### config.mk
export PLATFORM = sky130hd
export DESIGN_NAME = spi_fifo_ctrl
export DESIGN_NICKNAME = d
export VERILOG_FILES = /design/src/rtl/spi_fifo_ctrl_pkg.sv /design/src/rtl/sfc_fifo.sv /design/src/rtl/sfc_cs_edge.sv /design/src/rtl/sfc_irq.sv /design/src/rtl/spi_fifo_ctrl.sv
export SDC_FILE = /design/constraint.sdc
export NUM_CORES = 1
export LEC_CHECK = 0
export CORE_UTILIZATION = 35
export DETAILED_ROUTE_END_ITERATION = 7
export GPL_ROUTABILITY_DRIVEN = 1
export SETUP_SLACK_MARGIN = 0.05
export SLEW_MARGIN = 20
export SYNTH_ARGS = -nofsm -noshare
export SYNTH_HDL_FRONTEND = slang
export SYNTH_SLANG_ARGS = --single-unit
### constraint.sdc
create_clock -name clk -period 7 [get_ports clk]
set_clock_uncertainty 0.15 [all_clocks]
set_input_delay 0.7 -clock clk [delete_from_list [all_inputs] [get_ports clk]]
set_output_delay 0.7 -clock clk [all_outputs]
set_load 0.05 [all_outputs]
### src/rtl/spi_fifo_ctrl_pkg.sv
package spi_fifo_ctrl_pkg;

  typedef enum logic [3:0] {
    A_CTRL  = 4'd0,
    A_TXTHR = 4'd1,
    A_RXTHR = 4'd2,
    A_TXLVL = 4'd3,
    A_RXLVL = 4'd4,
    A_STAT  = 4'd5,
    A_MASK  = 4'd6,
    A_MIS   = 4'd7,
    A_RAW   = 4'd8,
    A_CLR   = 4'd9,
    A_DMA   = 4'd10,
    A_TXWM  = 4'd11,
    A_RXWM  = 4'd12,
    A_DATA  = 4'd13
  } reg_addr_e;

  localparam int NIRQ = 7;

  localparam int IRQ_TXLVL = 0;
  localparam int IRQ_TXOV  = 1;
  localparam int IRQ_RXUNF = 2;
  localparam int IRQ_RXOV  = 3;
  localparam int IRQ_RXLVL = 4;
  localparam int IRQ_CSIN  = 6;

  // sticky flag slots inside the interrupt unit
  localparam int NSTICKY = 4;
  localparam int ST_TXOV  = 0;
  localparam int ST_RXUNF = 1;
  localparam int ST_RXOV  = 2;
  localparam int ST_CSIN  = 3;

endpackage

### src/rtl/sfc_fifo.sv
module sfc_fifo #(
  parameter int DEPTH = 32,
  parameter int DW    = 16,
  localparam int PW   = $clog2(DEPTH),
  localparam int CW   = PW + 1
) (
  input  logic          clk,
  input  logic          rst,
  input  logic          flush,
  input  logic          push,
  input  logic [DW-1:0] wdata,
  input  logic          pop,
  output logic [DW-1:0] rdata,
  output logic [CW-1:0] level,
  output logic          full,
  output logic          empty,
  output logic          ovf,
  output logic          unf
);

  logic [DW-1:0] mem [DEPTH];
  logic [PW-1:0] wptr, rptr;
  logic          wr_ok, rd_ok;

  assign full  = (level == CW'(DEPTH));
  assign empty = (level == '0);
  assign wr_ok = push && !full  && !flush;
  assign rd_ok = pop  && !empty && !flush;
  assign ovf   = push && full  && !flush;
  assign unf   = pop  && empty && !flush;

  // storage: write port only, no reset, so it maps to RAM
  always_ff @(posedge clk) begin
    if (wr_ok) mem[wptr] <= wdata;
  end

  assign rdata = mem[rptr];

  always_ff @(posedge clk) begin
    if (rst || flush) begin
      wptr  <= '0;
      rptr  <= '0;
      level <= '0;
    end else begin
      if (wr_ok) wptr <= wptr + 1'b1;
      if (rd_ok) rptr <= rptr + 1'b1;
      case ({wr_ok, rd_ok})
        2'b10:   level <= level + 1'b1;
        2'b01:   level <= level - 1'b1;
        default: level <= level;
      endcase
    end
  end

endmodule

### src/rtl/sfc_cs_edge.sv
module sfc_cs_edge #(
  parameter int STAGES = 2
) (
  input  logic clk,
  input  logic rst,
  input  logic cs_n,
  output logic rise
);

  logic [STAGES:0] chain;

  always_ff @(posedge clk) begin
    if (rst) chain <= '1;
    else     chain <= {chain[STAGES-1:0], cs_n};
  end

  // chain[STAGES-1] is the synchronized level, chain[STAGES] its previous value
  assign rise = chain[STAGES-1] & ~chain[STAGES];

endmodule

### src/rtl/sfc_irq.sv
module sfc_irq
  import spi_fifo_ctrl_pkg::*;
(
  input  logic            clk,
  input  logic            rst,
  input  logic            tx_lvl_hit,
  input  logic            rx_lvl_hit,
  input  logic [NSTICKY-1:0] set_ev,
  input  logic            clr_valid,
  input  logic [3:0]      clr_bits,
  input  logic [NIRQ-1:0] mask,
  output logic [NIRQ-1:0] raw,
  output logic [NIRQ-1:0] masked,
  output logic            irq
);

  logic [NSTICKY-1:0] flag;
  logic [NSTICKY-1:0] clr_ev;

  always_comb begin
    clr_ev           = '0;
    if (clr_valid) begin
      clr_ev         = {NSTICKY{clr_bits[0]}};
      clr_ev[ST_RXUNF] = clr_bits[0] | clr_bits[1];
      clr_ev[ST_RXOV]  = clr_bits[0] | clr_bits[2];
      clr_ev[ST_TXOV]  = clr_bits[0] | clr_bits[3];
    end
  end

  // a new event in the same cycle as its clear wins
  for (genvar i = 0; i < NSTICKY; i++) begin : g_sticky
    always_ff @(posedge clk) begin
      if (rst) flag[i] <= 1'b0;
      else     flag[i] <= (flag[i] & ~clr_ev[i]) | set_ev[i];
    end
  end

  always_comb begin
    raw            = '0;
    raw[IRQ_TXLVL] = tx_lvl_hit;
    raw[IRQ_TXOV]  = flag[ST_TXOV];
    raw[IRQ_RXUNF] = flag[ST_RXUNF];
    raw[IRQ_RXOV]  = flag[ST_RXOV];
    raw[IRQ_RXLVL] = rx_lvl_hit;
    raw[IRQ_CSIN]  = flag[ST_CSIN];
  end

  assign masked = raw & mask;

  always_ff @(posedge clk) begin
    if (rst) irq <= 1'b0;
    else     irq <= |masked;
  end

endmodule

### src/rtl/spi_fifo_ctrl.sv
module spi_fifo_ctrl
  import spi_fifo_ctrl_pkg::*;
#(
  parameter int DEPTH   = 32,
  parameter int DW      = 16,
  parameter int AW      = 4,
  parameter int CS_SYNC = 2
) (
  input  logic          clk,
  input  logic          rst,
  input  logic          reg_wr,
  input  logic          reg_rd,
  input  logic [AW-1:0] reg_addr,
  input  logic [DW-1:0] reg_wdata,
  output logic [DW-1:0] reg_rdata,
  input  logic          eng_tx_pop,
  output logic          eng_tx_valid,
  output logic [DW-1:0] eng_tx_data,
  input  logic          eng_rx_push,
  input  logic [DW-1:0] eng_rx_data,
  input  logic          eng_busy,
  input  logic          eng_tgt_busy,
  input  logic          cs_n,
  output logic          irq,
  output logic          tx_dma_req,
  output logic          rx_dma_req
);

  localparam int CW = $clog2(DEPTH) + 1;

  function automatic logic hit(input logic [AW-1:0] a, input reg_addr_e r);
    return a == AW'(r);
  endfunction

  function automatic logic [DW-1:0] zx(input logic [CW-1:0] v);
    return DW'(v);
  endfunction

  // ---------------- configuration registers ----------------
  logic            ctrl_en, ctrl_tgt;
  logic [CW-1:0]   tx_thr, rx_thr, tx_wm, rx_wm;
  logic [NIRQ-1:0] irq_mask;
  logic [1:0]      dma_ctl;
  logic            cfg_wr_ok;

  assign cfg_wr_ok = reg_wr && !ctrl_en;

  always_ff @(posedge clk) begin
    if (rst) begin
      ctrl_en  <= 1'b0;
      ctrl_tgt <= 1'b0;
      tx_thr   <= '0;
      rx_thr   <= '0;
      tx_wm    <= '0;
      rx_wm    <= '0;
      irq_mask <= '0;
      dma_ctl  <= '0;
    end else begin
      if (reg_wr && hit(reg_addr, A_CTRL)) begin
        ctrl_en  <= reg_wdata[0];
        ctrl_tgt <= reg_wdata[1];
      end
      if (reg_wr && hit(reg_addr, A_MASK)) irq_mask <= reg_wdata[NIRQ-1:0];
      if (reg_wr && hit(reg_addr, A_DMA))  dma_ctl  <= reg_wdata[1:0];
      if (cfg_wr_ok && hit(reg_addr, A_TXTHR)) tx_thr <= reg_wdata[CW-1:0];
      if (cfg_wr_ok && hit(reg_addr, A_RXTHR)) rx_thr <= reg_wdata[CW-1:0];
      if (cfg_wr_ok && hit(reg_addr, A_TXWM))  tx_wm  <= reg_wdata[CW-1:0];
      if (cfg_wr_ok && hit(reg_addr, A_RXWM))  rx_wm  <= reg_wdata[CW-1:0];
    end
  end

  // ---------------- FIFOs ----------------
  logic          flush;
  logic          tx_push, rx_pop;
  logic [DW-1:0] rx_head;
  logic [CW-1:0] tx_level, rx_level;
  logic          tx_full, tx_empty, rx_full, rx_empty;
  logic          tx_ovf, tx_unf_unused, rx_ovf, rx_unf;

  assign flush   = !ctrl_en;
  assign tx_push = reg_wr && hit(reg_addr, A_DATA);
  assign rx_pop  = reg_rd && hit(reg_addr, A_DATA);

  sfc_fifo #(.DEPTH(DEPTH), .DW(DW)) u_txf (
    .clk   (clk),
    .rst   (rst),
    .flush (flush),
    .push  (tx_push),
    .wdata (reg_wdata),
    .pop   (eng_tx_pop),
    .rdata (eng_tx_data),
    .level (tx_level),
    .full  (tx_full),
    .empty (tx_empty),
    .ovf   (tx_ovf),
    .unf   (tx_unf_unused)
  );

  sfc_fifo #(.DEPTH(DEPTH), .DW(DW)) u_rxf (
    .clk   (clk),
    .rst   (rst),
    .flush (flush),
    .push  (eng_rx_push),
    .wdata (eng_rx_data),
    .pop   (rx_pop),
    .rdata (rx_head),
    .level (rx_level),
    .full  (rx_full),
    .empty (rx_empty),
    .ovf   (rx_ovf),
    .unf   (rx_unf)
  );

  assign eng_tx_valid = !tx_empty;

  // ---------------- chip select edge ----------------
  logic cs_rise;

  sfc_cs_edge #(.STAGES(CS_SYNC)) u_cs (
    .clk  (clk),
    .rst  (rst),
    .cs_n (cs_n),
    .rise (cs_rise)
  );

  // ---------------- interrupts ----------------
  logic               tx_lvl_hit, rx_lvl_hit;
  logic [NSTICKY-1:0] set_ev;
  logic [NIRQ-1:0]    raw_irq, mis_irq;
  logic               clr_valid;

  assign tx_lvl_hit = ctrl_en && (tx_level <= tx_thr);
  assign rx_lvl_hit = ctrl_en && (rx_level >  rx_thr);
  assign clr_valid  = reg_wr && hit(reg_addr, A_CLR);

  always_comb begin
    set_ev           = '0;
    set_ev[ST_TXOV]  = tx_ovf;
    set_ev[ST_RXUNF] = rx_unf;
    set_ev[ST_RXOV]  = rx_ovf;
    set_ev[ST_CSIN]  = cs_rise && ctrl_tgt;
  end

  sfc_irq u_irq (
    .clk        (clk),
    .rst        (rst),
    .tx_lvl_hit (tx_lvl_hit),
    .rx_lvl_hit (rx_lvl_hit),
    .set_ev     (set_ev),
    .clr_valid  (clr_valid),
    .clr_bits   (reg_wdata[3:0]),
    .mask       (irq_mask),
    .raw        (raw_irq),
    .masked     (mis_irq),
    .irq        (irq)
  );

  // ---------------- DMA requests ----------------
  always_ff @(posedge clk) begin
    if (rst) begin
      tx_dma_req <= 1'b0;
      rx_dma_req <= 1'b0;
    end else begin
      tx_dma_req <= ctrl_en && dma_ctl[1] && (tx_level <= tx_wm);
      rx_dma_req <= ctrl_en && dma_ctl[0] &&
                    ({1'b0, rx_level} >= ({1'b0, rx_wm} + (CW+1)'(1)));
    end
  end

  // ---------------- read path ----------------
  logic [5:0]    status;
  logic [DW-1:0] rd_mux;

  assign status = {eng_tgt_busy, rx_full, rx_empty, tx_empty, tx_full, eng_busy};

  always_comb begin
    rd_mux = '0;
    case (reg_addr)
      AW'(A_CTRL):  rd_mux = DW'({ctrl_tgt, ctrl_en});
      AW'(A_TXTHR): rd_mux = zx(tx_thr);
      AW'(A_RXTHR): rd_mux = zx(rx_thr);
      AW'(A_TXLVL): rd_mux = zx(tx_level);
      AW'(A_RXLVL): rd_mux = zx(rx_level);
      AW'(A_STAT):  rd_mux = DW'(status);
      AW'(A_MASK):  rd_mux = DW'(irq_mask);
      AW'(A_MIS):   rd_mux = DW'(mis_irq);
      AW'(A_RAW):   rd_mux = DW'(raw_irq);
      AW'(A_DMA):   rd_mux = DW'(dma_ctl);
      AW'(A_TXWM):  rd_mux = zx(tx_wm);
      AW'(A_RXWM):  rd_mux = zx(rx_wm);
      AW'(A_DATA):  rd_mux = rx_empty ? '0 : rx_head;
      default:      rd_mux = '0;
    endcase
  end

  always_ff @(posedge clk) begin
    if (rst)         reg_rdata <= '0;
    else if (reg_rd) reg_rdata <= rd_mux;
  end

endmodule

==> summary.md <==
| Metric | Value |
|---|---|
| H-tree levels | `3` |
| Slew Limit Fails | `0` |
| Die height | `360 microns` |
| DP Wirelength | `61,600 microns` |
| Worst-Margin Slew | `1.11 ns` |
| Post-synthesis average cell area | `19.1 sq um` |
| Worst setup path class | `flip-flop to primary output` |
| Register bit total from synthesis | `1,127` |
| Post-synth top flop | `edfxtp_1` |
| Final wirelength | `104,000 microns` |
| IO Port Bufs | `80` |
| Synth area leader | `edfxtp_1` |
| PostCTS Resize Cnt | `0` |
| Synth Net Count | `2,447` |
| GPL Wtd Cong | `0.887` |
| Setup ws final | `1.92 ns` |
| Total Power | `13,500 uW` |
| Clock root buffer | `clkbuf_16` |
| Gr usage total | `16.0%` |
| Grt ovf | `0` |
| CP Capture Type | `primary output` |
| Fin Setup TNS | `0 ns` |
| Fmax | `197 MHz` |
| Post-CTS setup buffer count | `0` |
| Met3 Track Usage GR | `2.50%` |
| Met1 Use GR | `20.9%` |
| Final Instance Count excl. Fillers | `4,273` |
| Layout Nets | `2,606` |
| Avg Vias per Cell | `5.27` |
| Post-synth top area share | `68.5%` |
| Layout cells sized above 1 | `23.3%` |
| Final Hold Viols | `0` |
| Max cap viols | `0` |
| Initial antenna violation count | `1` |
| Peak VDD IR | `222 uV` |
| CTS tree | `built` |
| DRT antenna net count | `0` |
| Initial DRC Count | `2,278` |
| Synth Area in Compound Gates | `2.34%` |
| Sequential area share after synthesis | `73.1%` |
| Top fanout value on the critical path | `65` |
| Synth Area in XOR/XNOR | `0.566%` |
| IO Pins | `81` |
| Most Crowded Layer GR | `met2` |
| Relative slew slack | `25.7%` |
| Status | `completed` |
| Hold Crit Class | `flip-flop to flip-flop` |
| WL/cell | `24.3 microns` |
| Largest family of logic cells by synthesized area | `multiplexers` |
| Synth Warn # | `0` |
| Leakage | `0.0159 uW` |
| Placed cells | `4,060` |
| CP startpoint kind | `flip-flop` |
| Initial Util | `35.2%` |
| Unrepaired setup endpoints after global routing | `false` |
| Synth Cell Area | `0.0449 sq mm` |
| Clock Sinks | `1,127` |
| Synth cell count leaders | `1,024 x edfxtp_1, 283 x mux4_2, 163 x nor2_1` |
| Critical R2R Capture | `u_txf.level[5]$_SDFFE_PP0P_` |
| Post-CTS Hold Buffers | `0` |
| Most frequent cell after synthesis | `edfxtp_1` |
| Clock input transition at the sequential cells of the worst setup and hold paths | `0.06 ns` |
| Final setup viols | `0` |
| EDFF count, synth | `1,024` |
| Min Tclk post-route | `5.08 ns` |
| Async set-or-reset flop fraction in the synthesized netlist | `0%` |
| Hold Path Origin | `u_cs.chain[0]$_SDFF_PP1_` |
| Post-Synth Simple-Gate Area | `4.83%` |
| First-pass iteration count of the detailed router | `5` |
| Final critical-path share of the clock period | `72.5%` |
| CTS max path bufs | `3` |
| Die W | `360 microns` |
| Adder-cell share of the synthesized area | `1.34%` |
| PD cells | `263 mW/mm^2` |
| CTS Buf Count | `114` |
| P&R area growth vs syn | `14.5%` |
| Number of global-route vias before repair | `23,880` |
| CP Data Arrival Time | `4.23 ns` |
| Skew-Pair Late Insertion Delay | `0.72 ns` |
| Mux contribution to synthesized area | `16.1%` |
| DRC | `0` |
| Mapped Cells | `2,355` |
| Hold depth | `1` |
| Worst R2R Setup Slack | `3.07 ns` |
| Overall via count from detail_route | `22,500` |
| Reg2reg path depth | `12` |
| Critical Path RT | `6.15 ns` |
| Main area contributors after synthesis | `edfxtp_1 69%, mux4_2 14%, dfxtp_1 4.6%` |
| Row count | `131` |
| First-pass GRT wire length | `155,000 microns` |
| Met2 usage | `27.4%` |
| Die Area | `0.130 sq mm` |
| Hold EP | `u_cs.chain[1]$_SDFF_PP1_` |
| Largest net degree at the start of global routing | `83` |
| Worst R2R Start | `u_txf.level[1]$_SDFFE_PP0P_` |
| Synth unique cells | `64` |
| Total core area | `0.127 sq mm` |
| Place WS | `2.03 ns` |
==> critical path: stages, from the launching register on <==
cell and delay [ns]:
dfxtp_4 0.96, buf_12 0.44, mux4_2 0.41, mux4_2 0.51, mux2_2 0.35, clkdlybuf4s50_1 0.72
==> worst max-delay path by stage <==
stage / endpoint / depth (start not counted) / start
global route: eng_tx_data[15] / 5 / flip-flop
floorplan: u_txf.level[5]$_SDFFE_PP0P_ / 12 / u_txf.level[0]$_SDFFE_PP0P_
detailed placement: u_rxf.level[5]$_SDFFE_PP0P_ / 12 / reg_addr[1]
CTS: eng_tx_data[9] / 5 / flip-flop
global placement: u_txf.level[5]$_SDFFE_PP0P_ / 13 / reg_addr[1]
finish: eng_tx_data[2] / 5 / flip-flop
==> kinds of logic after synthesis <==
group | count (synthesis)
multiplexers | 364
flip-flops | 1127
adder cells (fa/ha/maj) | 47
XOR/XNOR | 29
AO/OA/AOI/OAI | 155
buffers and inverters | 165
AND/OR/NAND/NOR | 468
==> cells in the final DEF, fill, tap and decap left out, drive strengths merged, types with 6 or more instances in the layout <==
cell | synthesis | routed
nor2b | 15 | 15
a22oi | 8 | 8
nand2b | 10 | 10
bufinv | 0 | 11
nor4 | 9 | 9
o21ai | 20 | 20
and3 | 9 | 9
buf | 59 | 111
nand3 | 55 | 55
a31oi | 8 | 8
clkdlybuf4s50 | 0 | 54
mux2i | 56 | 56
a211oi | 7 | 7
ha | 45 | 45
mux4 | 283 | 283
a21oi | 38 | 38
edfxtp | 1024 | 1024
xor2 | 18 | 18
or2 | 6 | 6
nor3 | 12 | 12
nand3b | 9 | 9
clkinv | 0 | 52
nand2 | 138 | 138
mux2 | 25 | 25
nor2 | 163 | 163
xnor2 | 11 | 11
dfxtp | 103 | 103
o211ai | 22 | 22
a21o | 7 | 7
nand4 | 13 | 13
clkbuf | 63 | 141
inv | 43 | 46
==> flip-flops by register name, summed over array words and instances, names as in the netlist, 2 cells and up, named ones only <==
register	flops
u_txf.wptr	5
tx_wm	6
u_rxf.rptr	5
irq_mask	7
u_txf.rptr	5
rx_thr	6
reg_rdata	16
rx_wm	6
tx_thr	6
u_cs.chain	3
u_irq.raw	4
u_rxf.level	6
u_rxf.wptr	5
u_txf.level	6
u_txf.mem	512
u_rxf.mem	512
dma_ctl	2
==> report_power, final <==
| group | switching (uW) | internal, uW | total, uW |
|---|---|---|---|
| Sequential | 4.89 | 7330 | 7340 |
| Clock | 2550 | 3430 | 5980 |
| Combinational | 140 | 34.5 | 174 |
==> through the flow <==
step	area [sq um]	hold WS [ns]	utilization [%]
after floorplan	44900	0.239	-
after global placement	47800	0.243	37.6
after detailed placement	47800	0.247	37.6
after CTS	51500	0.261	40.5
after global routing	51400	0.288	40.4
final	51400	0.258	40.4
==> final cells by class <==
class | instances | area [sq um]
repair buffers | 165 | 1330
clock inverters | 71 | 713
diodes | 1 | 2.50
fillers | 11194 | 76000
well taps | 1662 | 2080
multi-input cells | 1063 | 11300
flip-flops and latches | 1127 | 32800
clock buffers | 141 | 2980
inverters | 43 | 161
==> per-layer routing <==
metal,up-vias,part of all wire [%],wire length [microns]
li1,9830,-,-
met1,11811,42,43200
met2,698,51,52600
met3,161,5.2,5440
met4,0,2.7,2810
met5,-,0,0
Power figures use the tool's default switching activity.
